File: config.mk
export PLATFORM = sky130hd
export DESIGN_NAME = gpio_port_ctrl
export DESIGN_NICKNAME = d
export VERILOG_FILES = /design/src/rtl/gpio_port_pkg.sv /design/src/rtl/gpio_input_stage.sv /design/src/rtl/gpio_pin_mux.sv /design/src/rtl/gpio_port_ctrl.sv
export SDC_FILE = /design/constraint.sdc
export NUM_CORES = 1
export LEC_CHECK = 0
export BUFFER_PORTS_ARGS = -buffer_cell sky130_fd_sc_hd__buf_2
export CAP_MARGIN = 20
export CELL_PAD_IN_SITES_DETAIL_PLACEMENT = 1
export CELL_PAD_IN_SITES_GLOBAL_PLACEMENT = 2
export CORE_AREA = 2 2 260 262
export DETAILED_ROUTE_END_ITERATION = 10
export DIE_AREA = 0 0 262 264
export GPL_ROUTABILITY_DRIVEN = 0
export HOLD_SLACK_MARGIN = 0.02
export PLACE_DENSITY = 0.65
export SLEW_MARGIN = 25
export SYNTH_ARGS = -nofsm -noshare
export SYNTH_HDL_FRONTEND = slang
export SYNTH_HIERARCHICAL = 1
export SYNTH_SLANG_ARGS = --single-unit
File: constraint.sdc
create_clock -name clk -period 2.3 [get_ports clk]
set_input_delay 0.345 -clock clk [delete_from_list [all_inputs] [get_ports clk]]
set_output_delay 0.345 -clock clk [all_outputs]
set_load 0.01 [all_outputs]
File: src/rtl/gpio_port_pkg.sv
package gpio_port_pkg;

    localparam int ADDR_W = 5;

    typedef enum logic [ADDR_W-1:0] {
        A_OWN_SET  = 5'd0,
        A_OWN_CLR  = 5'd1,
        A_OWN_STAT = 5'd2,
        A_OE_SET   = 5'd3,
        A_OE_CLR   = 5'd4,
        A_OE_STAT  = 5'd5,
        A_PU_SET   = 5'd6,
        A_PU_CLR   = 5'd7,
        A_PU_STAT  = 5'd8,
        A_FLT_SET  = 5'd9,
        A_FLT_CLR  = 5'd10,
        A_FLT_STAT = 5'd11,
        A_IEN_SET  = 5'd12,
        A_IEN_CLR  = 5'd13,
        A_IEN_STAT = 5'd14,
        A_DO_SET   = 5'd15,
        A_DO_CLR   = 5'd16,
        A_DO_STAT  = 5'd17,
        A_SEL_A    = 5'd18,
        A_SEL_B    = 5'd19,
        A_SEL_STAT = 5'd20,
        A_PIN_STAT = 5'd21,
        A_EVT_STAT = 5'd22
    } reg_addr_e;

endpackage

File: src/rtl/gpio_input_stage.sv
module gpio_input_stage #(
    parameter int N       = 32,
    parameter int FLT_DIV = 4
) (
    input  logic         clk,
    input  logic         rst_n,
    input  logic [N-1:0] pin_in,
    input  logic [N-1:0] flt_en,
    output logic [N-1:0] lvl,
    output logic [N-1:0] change
);

    localparam int CNT_W = (FLT_DIV > 1) ? $clog2(FLT_DIV) : 1;
    localparam logic [CNT_W-1:0] CNT_LAST = CNT_W'(FLT_DIV - 1);

    typedef struct packed {
        logic [N-1:0]     sync1;
        logic [N-1:0]     sync2;
        logic [N-1:0]     hist;
        logic [N-1:0]     filt;
        logic [N-1:0]     lvl;
        logic [CNT_W-1:0] cnt;
    } in_state_t;

    in_state_t st_d, st_q;
    logic      tick;
    logic [N-1:0] agree;

    always_comb begin
        st_d       = st_q;
        st_d.sync1 = pin_in;
        st_d.sync2 = st_q.sync1;
        tick       = (st_q.cnt == CNT_LAST);
        agree      = ~(st_q.sync2 ^ st_q.hist);
        if (tick) begin
            st_d.cnt  = '0;
            st_d.hist = st_q.sync2;
            // a new filtered level needs two consecutive matching samples
            st_d.filt = (st_q.sync2 & agree) | (st_q.filt & ~agree);
        end else begin
            st_d.cnt = st_q.cnt + CNT_W'(1);
        end
        st_d.lvl = (flt_en & st_q.filt) | (~flt_en & st_q.sync2);
        change   = st_d.lvl ^ st_q.lvl;
    end

    always_ff @(posedge clk or negedge rst_n) begin
        if (!rst_n) st_q <= '0;
        else        st_q <= st_d;
    end

    assign lvl = st_q.lvl;

endmodule

File: src/rtl/gpio_pin_mux.sv
module gpio_pin_mux #(
    parameter int N = 32
) (
    input  logic [N-1:0] own,
    input  logic [N-1:0] sel_b,
    input  logic [N-1:0] gp_out,
    input  logic [N-1:0] gp_oe,
    input  logic [N-1:0] pa_out,
    input  logic [N-1:0] pa_oe,
    input  logic [N-1:0] pb_out,
    input  logic [N-1:0] pb_oe,
    output logic [N-1:0] pin_out,
    output logic [N-1:0] pin_oe
);

    for (genvar i = 0; i < N; i++) begin : g_pin
        always_comb begin
            if (own[i]) begin
                pin_out[i] = gp_out[i];
                pin_oe[i]  = gp_oe[i];
            end else if (sel_b[i]) begin
                pin_out[i] = pb_out[i];
                pin_oe[i]  = pb_oe[i];
            end else begin
                pin_out[i] = pa_out[i];
                pin_oe[i]  = pa_oe[i];
            end
        end
    end

endmodule

File: src/rtl/gpio_port_ctrl.sv
module gpio_port_ctrl
    import gpio_port_pkg::*;
#(
    parameter int N       = 32,
    parameter int FLT_DIV = 4
) (
    input  logic              clk,
    input  logic              rst_n,
    input  logic              wr_en,
    input  logic              rd_en,
    input  logic [ADDR_W-1:0] addr,
    input  logic [N-1:0]      wdata,
    output logic [N-1:0]      rdata,
    input  logic [N-1:0]      pin_in,
    output logic [N-1:0]      pin_out,
    output logic [N-1:0]      pin_oe,
    output logic [N-1:0]      pin_pu,
    input  logic [N-1:0]      pa_out,
    input  logic [N-1:0]      pa_oe,
    input  logic [N-1:0]      pb_out,
    input  logic [N-1:0]      pb_oe,
    output logic              irq
);

    typedef struct packed {
        logic [N-1:0] own;
        logic [N-1:0] oe;
        logic [N-1:0] pu;
        logic [N-1:0] flt;
        logic [N-1:0] ien;
        logic [N-1:0] dout;
        logic [N-1:0] sel;
        logic [N-1:0] evt;
    } ctrl_state_t;

    localparam ctrl_state_t RESET_ST = '{
        own: '1, oe: '0, pu: '1, flt: '0,
        ien: '0, dout: '0, sel: '0, evt: '0
    };

    ctrl_state_t  st_d, st_q;
    logic [N-1:0] pin_lvl;
    logic [N-1:0] pin_change;
    reg_addr_e    a_dec;

    gpio_input_stage #(.N(N), .FLT_DIV(FLT_DIV)) in_i (
        .clk    (clk),
        .rst_n  (rst_n),
        .pin_in (pin_in),
        .flt_en (st_q.flt),
        .lvl    (pin_lvl),
        .change (pin_change)
    );

    gpio_pin_mux #(.N(N)) mux_i (
        .own     (st_q.own),
        .sel_b   (st_q.sel),
        .gp_out  (st_q.dout),
        .gp_oe   (st_q.oe),
        .pa_out  (pa_out),
        .pa_oe   (pa_oe),
        .pb_out  (pb_out),
        .pb_oe   (pb_oe),
        .pin_out (pin_out),
        .pin_oe  (pin_oe)
    );

    always_comb begin
        a_dec = reg_addr_e'(addr);
        st_d  = st_q;
        if (wr_en) begin
            case (a_dec)
                A_OWN_SET: st_d.own  = st_q.own  |  wdata;
                A_OWN_CLR: st_d.own  = st_q.own  & ~wdata;
                A_OE_SET:  st_d.oe   = st_q.oe   |  wdata;
                A_OE_CLR:  st_d.oe   = st_q.oe   & ~wdata;
                A_PU_SET:  st_d.pu   = st_q.pu   |  wdata;
                A_PU_CLR:  st_d.pu   = st_q.pu   & ~wdata;
                A_FLT_SET: st_d.flt  = st_q.flt  |  wdata;
                A_FLT_CLR: st_d.flt  = st_q.flt  & ~wdata;
                A_IEN_SET: st_d.ien  = st_q.ien  |  wdata;
                A_IEN_CLR: st_d.ien  = st_q.ien  & ~wdata;
                A_DO_SET:  st_d.dout = st_q.dout |  wdata;
                A_DO_CLR:  st_d.dout = st_q.dout & ~wdata;
                A_SEL_A:   st_d.sel  = st_q.sel  & ~wdata;
                A_SEL_B:   st_d.sel  = st_q.sel  |  wdata;
                default: ;
            endcase
        end
        // read-to-clear, but a change arriving in the same cycle survives
        st_d.evt = ((rd_en && a_dec == A_EVT_STAT) ? '0 : st_q.evt) | pin_change;

        rdata = '0;
        if (rd_en) begin
            case (a_dec)
                A_OWN_STAT: rdata = st_q.own;
                A_OE_STAT:  rdata = st_q.oe;
                A_PU_STAT:  rdata = st_q.pu;
                A_FLT_STAT: rdata = st_q.flt;
                A_IEN_STAT: rdata = st_q.ien;
                A_DO_STAT:  rdata = st_q.dout;
                A_SEL_STAT: rdata = st_q.sel;
                A_PIN_STAT: rdata = pin_lvl;
                A_EVT_STAT: rdata = st_q.evt;
                default:    rdata = '0;
            endcase
        end
    end

    always_ff @(posedge clk or negedge rst_n) begin
        if (!rst_n) st_q <= RESET_ST;
        else        st_q <= st_d;
    end

    assign pin_pu = st_q.pu;
    assign irq    = |(st_q.evt & st_q.ien);

endmodule

==> metrics.cfg, run 1 <==
[placed_design]
hpwl_mm = 57.6
dp_cells = 2902
numPortBuffers = 329

[route]
vias = 16900
drt-initial-drc-count = 1401
wire_per_inst_um = 26.4
via_per_inst = 5.51
drc = 0
ant_nets = 0
drtPass1Iterations = 8
wirelength_mm = 80.9

[pwr]
power_mw = 22.3
p_int_mw = 15.2
pwr-share-clk_pct = 33.7
switching_share_pct = 31.8
leakage_nw = 10.6
switchingPower_mw = 7.11
power_density_nw_per_um2 = 866
p_comb_share_pct = 19.5
ir_drop_uv = 460
seqPwrFrac_pct = 46.8

[synth]
synth_area_um2 = 19700
synthTopCellsByArea = dfrtp_1, dfstp_2, a31oi_1
yosys.area.top_type = dfrtp_1
synthCells = 1781
synth_warnings = 6
async_flop_share_pct = 100
synthFlopType = dfrtp_1
synth_commonest_cells = dfrtp_1, a21oi_1, a31oi_1
synth_top_area_share_pct = 44.9
syn_area_per_cell_um2 = 11.1
syn_nets = 1983
synth-seq-area-share_pct = 53.5
synth_edf_count = 0
synth.most_common_cell = dfrtp_1
synth-seq-cells = 418
synth_cell_types = 49

[global_route]
use_met1_pct = 32.2
grt_max_degree = 69
grt-ovfl-total = 0
grt_pass1_vias = 17400
busiest_layer = met2
grt_util_met3_pct = 3.33
track_usage_pct = 22.9
met2_usage_pct = 36.4
grt_pass1_wl_mm = 118
antenna_found_initial = 1

[finish]
multi_input_area_um2 = 8670
fin_util_pct = 38.8
fillers = 7200
area_delta_synth_final_pct = 30.9
drive_gt1_share_pct = 39.9
regArea_um2 = 10600
finalNonFillerCells = 3063
final_nets = 2353

[worst_setup_path]
critPathMaxStageDelay_ns = 0.52
path_cells = a22oi_2 -> nand4_1 -> or4_4 -> buf_6
worstSetupEndpointType = output port
critPathTopFamily = simple AND/OR/NAND/NOR gates
arrival_ns = 2.09
worst_ep_required_time_ns = 1.96
critPathSlowestCell = or4_4
critPathBufInv = 1
cp_max_fo = 3
cp-start-kind = flop
crit_type = flop to output port

[outcome]
violations = negative setup slack
outcome = complete, but fails checks

[clocking]
htree_num_levels = 2
cts_buffers = 48
clk_latency_ns = 0.59
tritoncts = done
cts_sinks = 418
clk_path_buf_depth = 3
root_buffer = clkbuf_16
clkTransAtPathRegs_ns = 0.06

[sta]
fin_tns_setup_ns = -0.210
fin_crit_sh_pct = 106
fmax_mhz = 411
slew_violations = 0
post-route-min-period_ns = 2.43
setup_ws_ns = -0.132
relSlewSlack_pct = 56.9
hold_ws_ns = 0.0838
worst_pin_slew_ns = 0.647
skew_ns = 0.0125
hold_viol_final = 0
setup_viol = 9
rsz0062_at_grt = yes

[die]
core.rowCount = 95
io_pins = 330
coreArea_um2 = 66600
start_util_pct = 29.6
dieArea_um2 = 69200
die_h_um = 264
chipWidth_um = 262

[flow_run]
maxCapViolCount = 0

[min_path]
hold_class = input pin to flop

==> metal layers <==
metal	share of wire [%]	routed length, µm
met1	45	36200
met2	47	38100
met3	5.7	4590
met4	2.4	1970
met5	0	0
==> metrics by stage <==
| stage | instance area (µm²) | setup slack, ns |
|---|---|---|
| after floorplan | 19700 | 0.273 |
| after global placement | 22800 | -0.335 |
| after detailed placement | 22800 | -0.301 |
| after CTS | 25200 | -0.177 |
| after global routing | 25800 | -0.195 |
| final | 25800 | -0.132 |
==> cell families (layout without fill, tap and decap cells) <==
group                    after synthesis  in the layout  synth area share [%]
other                                  0              2                     0
multiplexers                         171            171                  9.84
AO/OA/AOI/OAI                        749            749                  24.2
XOR/XNOR                              32             32                  1.42
buffers and inverters                215            622                  6.09
flip-flops                           418            418                  53.5
adder cells (fa/ha/maj)                1              1                0.0635
AND/OR/NAND/NOR                      195            195                  4.89
==> power groups by stage <==
stage / Clock (mW) / Combinational, mW / Sequential (mW)
2_1_floorplan: 0 / 2.71 / 9.63
3_3_place_gp: 0 / 3.86 / 10.4
3_5_place_dp: 0 / 3.98 / 10.5
4_1_cts: 7.72 / 4.22 / 10.4
5_1_grt: 8.02 / 4.80 / 10.6
6_report: 7.53 / 4.36 / 10.4
==> worst paths after layout <==
kind / startpoint / end / slack, ns / depth (start not counted)
max: st_q[20] / irq / -0.13 / 4
min: wdata[15] / flop / 0.08 / 2
max reg2reg: in_i/st_q[0] / flop / 0.89 / 4
min reg2reg: in_i/st_d[123] / in_i/st_q[123] / 0.35 / 0
max in group asynchronous: rst_n / asynchronous set/reset pin / 1.21 / 3
min in group asynchronous: rst_n / in_i/st_d[105] / 0.26 / 2
==> cell usage in the layout, fill, tap and decap left out, drive strengths merged, types with 36 or more instances in the layout <==
cell type and instances:
a21o 64, a21oi 216, a22o 38, a22oi 84, a31oi 211, buf 499, clkbuf 83, dfrtp 354
dfstp 64, mux2 96, mux2i 75, nand2 103, nand2b 36, o21ai 66
==> layout make-up <==
cell class              instances  area share [%]
clock inverters                 7           0.407
diodes                          2          0.0194
clock buffers                  80            5.47
flip-flops and latches        418            41.0
multi-input cells            1148            33.6
well taps                     873            4.23
repair buffers                535            15.3
==> repair_timing <==
| item | in CTS | in global routing |
|---|---|---|
| resized for setup | 96 | 92 |
| pin swaps | 23 | 36 |
| gates cloned | 0 | 2 |
| endpoints found under the setup margin | 32 | 30 |
| endpoints found under the hold margin | 67 | 0 |
| hold buffers | 33 | 0 |
| setup buffers | 20 | 20 |
No activity file was read; power rests on OpenSTA's default activity.
==> run 2: changes to the inputs <==
--- a/config.mk
+++ b/config.mk
@@ -9,9 +9,9 @@
 export CAP_MARGIN = 20
 export CELL_PAD_IN_SITES_DETAIL_PLACEMENT = 1
 export CELL_PAD_IN_SITES_GLOBAL_PLACEMENT = 2
-export CORE_AREA = 2 2 260 262
+export CORE_AREA = 2 2 274 249
 export DETAILED_ROUTE_END_ITERATION = 10
-export DIE_AREA = 0 0 262 264
+export DIE_AREA = 0 0 276 251
 export GPL_ROUTABILITY_DRIVEN = 0
 export HOLD_SLACK_MARGIN = 0.02
 export PLACE_DENSITY = 0.65
==> metrics.cfg, run 2 (synthesis gave the netlist of run 1 again) <==
[die]
die_h_um = 251  ; was 264 µm
chipWidth_um = 276  ; was 262 µm
core.rowCount = 90  ; was 95
coreArea_um2 = 66400  ; was 66600 µm²
start_util_pct = 29.7  ; was 29.6%
io_pins = 330  ; unchanged
dieArea_um2 = 69300  ; was 69200 µm²

[finish]
antenna_cells = 0  ; was 2
mostFrequentLayoutCell = dfrtp_1  ; unchanged
fin_util_pct = 39.6  ; was 38.8%
final_cell_mix = dfrtp_1, buf_2, a21oi_1  ; unchanged
finalNonFillerCells = 3072  ; was 3063
regArea_um2 = 10600  ; about the same
fillers = 7233  ; was 7200
stdcell_area_um2 = 26300  ; was 25800 µm²
final_nets = 2360  ; was 2353
area_delta_synth_final_pct = 33.4  ; was 30.9%
multi_input_area_um2 = 8910  ; was 8670 µm²
drive_gt1_share_pct = 41.4  ; was 39.9%

[worst_setup_path]
arrival_ns = 2.10  ; was 2.09 ns
worst_ep_required_time_ns = 1.96  ; about the same
cp-start-kind = flop  ; unchanged
crit_type = flop to output port  ; unchanged
worstSetupEndpointType = output port  ; unchanged
cp_max_fo = 3  ; unchanged

[sta]
hold_viol_final = 0  ; unchanged
fmax_mhz = 410  ; was 411 MHz
worst_pin_slew_ns = 0.657  ; was 0.647 ns
fin_crit_sh_pct = 106  ; about the same
relSlewSlack_pct = 56.2  ; was 56.9%
skew_ns = 0.0167  ; was 0.0125 ns
setup_ws_ns = -0.141  ; was -0.132 ns
setup_viol = 23  ; was 9
slew_violations = 0  ; unchanged
post-route-min-period_ns = 2.44  ; was 2.43 ns
rsz0062_at_grt = yes  ; unchanged
fin_tns_setup_ns = -0.856  ; was -0.210 ns

[placed_design]
hpwl_mm = 57.4  ; was 57.6 mm
place_area_um2 = 22800  ; about the same
dp_cells = 2908  ; was 2902
numPortBuffers = 329  ; unchanged

[route]
vias = 16800  ; was 16900
drt-initial-drc-count = 1556  ; was 1401
wire_per_inst_um = 26.3  ; was 26.4 µm
wirelength_mm = 80.9  ; about the same
drc = 25  ; was 0
drtPass1Iterations = 8  ; unchanged
via_per_inst = 5.48  ; was 5.51
ant_nets = 0  ; unchanged

[global_route]
grt_pass1_wl_mm = 119  ; was 118 mm
antenna_found_initial = 2  ; was 1
grt_max_degree = 65  ; was 69
grt_pass1_vias = 17300  ; was 17400
track_usage_pct = 22.8  ; was 22.9%
grt-ovfl-total = 0  ; unchanged

[outcome]
violations = design-rule violations, negative setup slack  ; was negative setup slack
outcome = complete, but fails checks  ; unchanged

[pwr]
power_mw = 22.7  ; was 22.3 mW
leakage_nw = 10.7  ; was 10.6 nW
ir_drop_uv = 472  ; was 460 µV
power_density_nw_per_um2 = 865  ; was 866 nW/µm²

[clocking]
cts_buffers = 49  ; was 48
clk_latency_ns = 0.60  ; was 0.59 ns
htree_num_levels = 2  ; unchanged
clkTransAtPathRegs_ns = 0.06  ; about the same
tritoncts = done  ; unchanged
cts_sinks = 418  ; unchanged
clk_path_buf_depth = 3  ; unchanged
root_buffer = clkbuf_16  ; unchanged

[min_path]
hold_class = input pin to flop  ; unchanged

[flow_run]
maxCapViolCount = 0  ; unchanged

run 2: changes by cell type in the layout (fill, tap and decap cells not counted), moves of 5 or more:
cell / before / now
a31oi_1: 202 / 193
clkinv_2: 1 / 6
clkbuf_1: 23 / 14
buf_6: 18 / 31
a31oi_4: 7 / 14
dfrtp_1: 320 / 332
a21oi_4: 2 / 7
a22oi_2: 38 / 46
buf_2: 315 / 303
a22oi_1: 46 / 38
a221oi_2: 20 / 27
a221oi_1: 8 / 2
dfrtp_2: 34 / 22
run 2: what timing repair did:
action,in CTS,in global routing
endpoints found under the hold margin,61,0
setup buffers,29,11
resized for setup,126,108
pin swaps,29,24
cloned,2,0
hold buffers,33,0
endpoints found under the setup margin,33,33
run 2: final cells by class:
class / count / area share, %
clock buffers: 76 / 5.54
clock inverters: 15 / 0.638
multi-input cells: 1148 / 33.9
flip-flops and latches: 418 / 40.2
well taps: 874 / 4.16
repair buffers: 541 / 15.6
run 2: per-stage QoR:
step	hold WS (ns)	worst slack, ns
after CTS	0.0600	-0.166
after global routing	0.101	-0.183
after floorplan	0.0494	0.273
final	0.0885	-0.141
after detailed placement	0.336	-0.342
after global placement	0.334	-0.322
run 2: worst max-delay path, stage by stage, from the launching register on:
cell     delay (ns)
dfrtp_1        0.46
a22oi_2        0.20
nand4_1        0.13
or4_4          0.56
buf_6          0.15
run 2: worst paths after layout:
path,start,to,slack [ns],cells after the start
max,flop,irq,-0.14,4
min,wdata[13],flop,0.09,2
max reg2reg,in_i/st_q[0],in_i/st_q[83],0.66,3
min reg2reg,in_i/st_d[127],in_i/st_q[127],0.35,0
max in group asynchronous,rst_n,st_q[4],1.10,3
min in group asynchronous,rst_n,asynchronous set/reset pin,0.30,2
run 2: layer usage:
layer / share of wire [%] / wire length, µm / global-route usage [%] / vias to the layer above
li1: - / - / - / 7436
met1: 45 / 36300 / 31.2 / 8755
met2: 46 / 37200 / 35.9 / 525
met3: 6.1 / 4960 / 4.62 / 113
met4: 2.9 / 2340 / 7.85 / 2
met5: 0.015 / 12 / 0 / -
run 2: power breakdown:
part	switching (mW)	total [mW]	internal [mW]	leakage, nW
combinational	2.30	4.38	2.09	5.24
sequential	1.69	10.4	8.75	4.68
clock	3.23	7.92	4.69	0.789
total	7.22	22.7	15.5	10.7
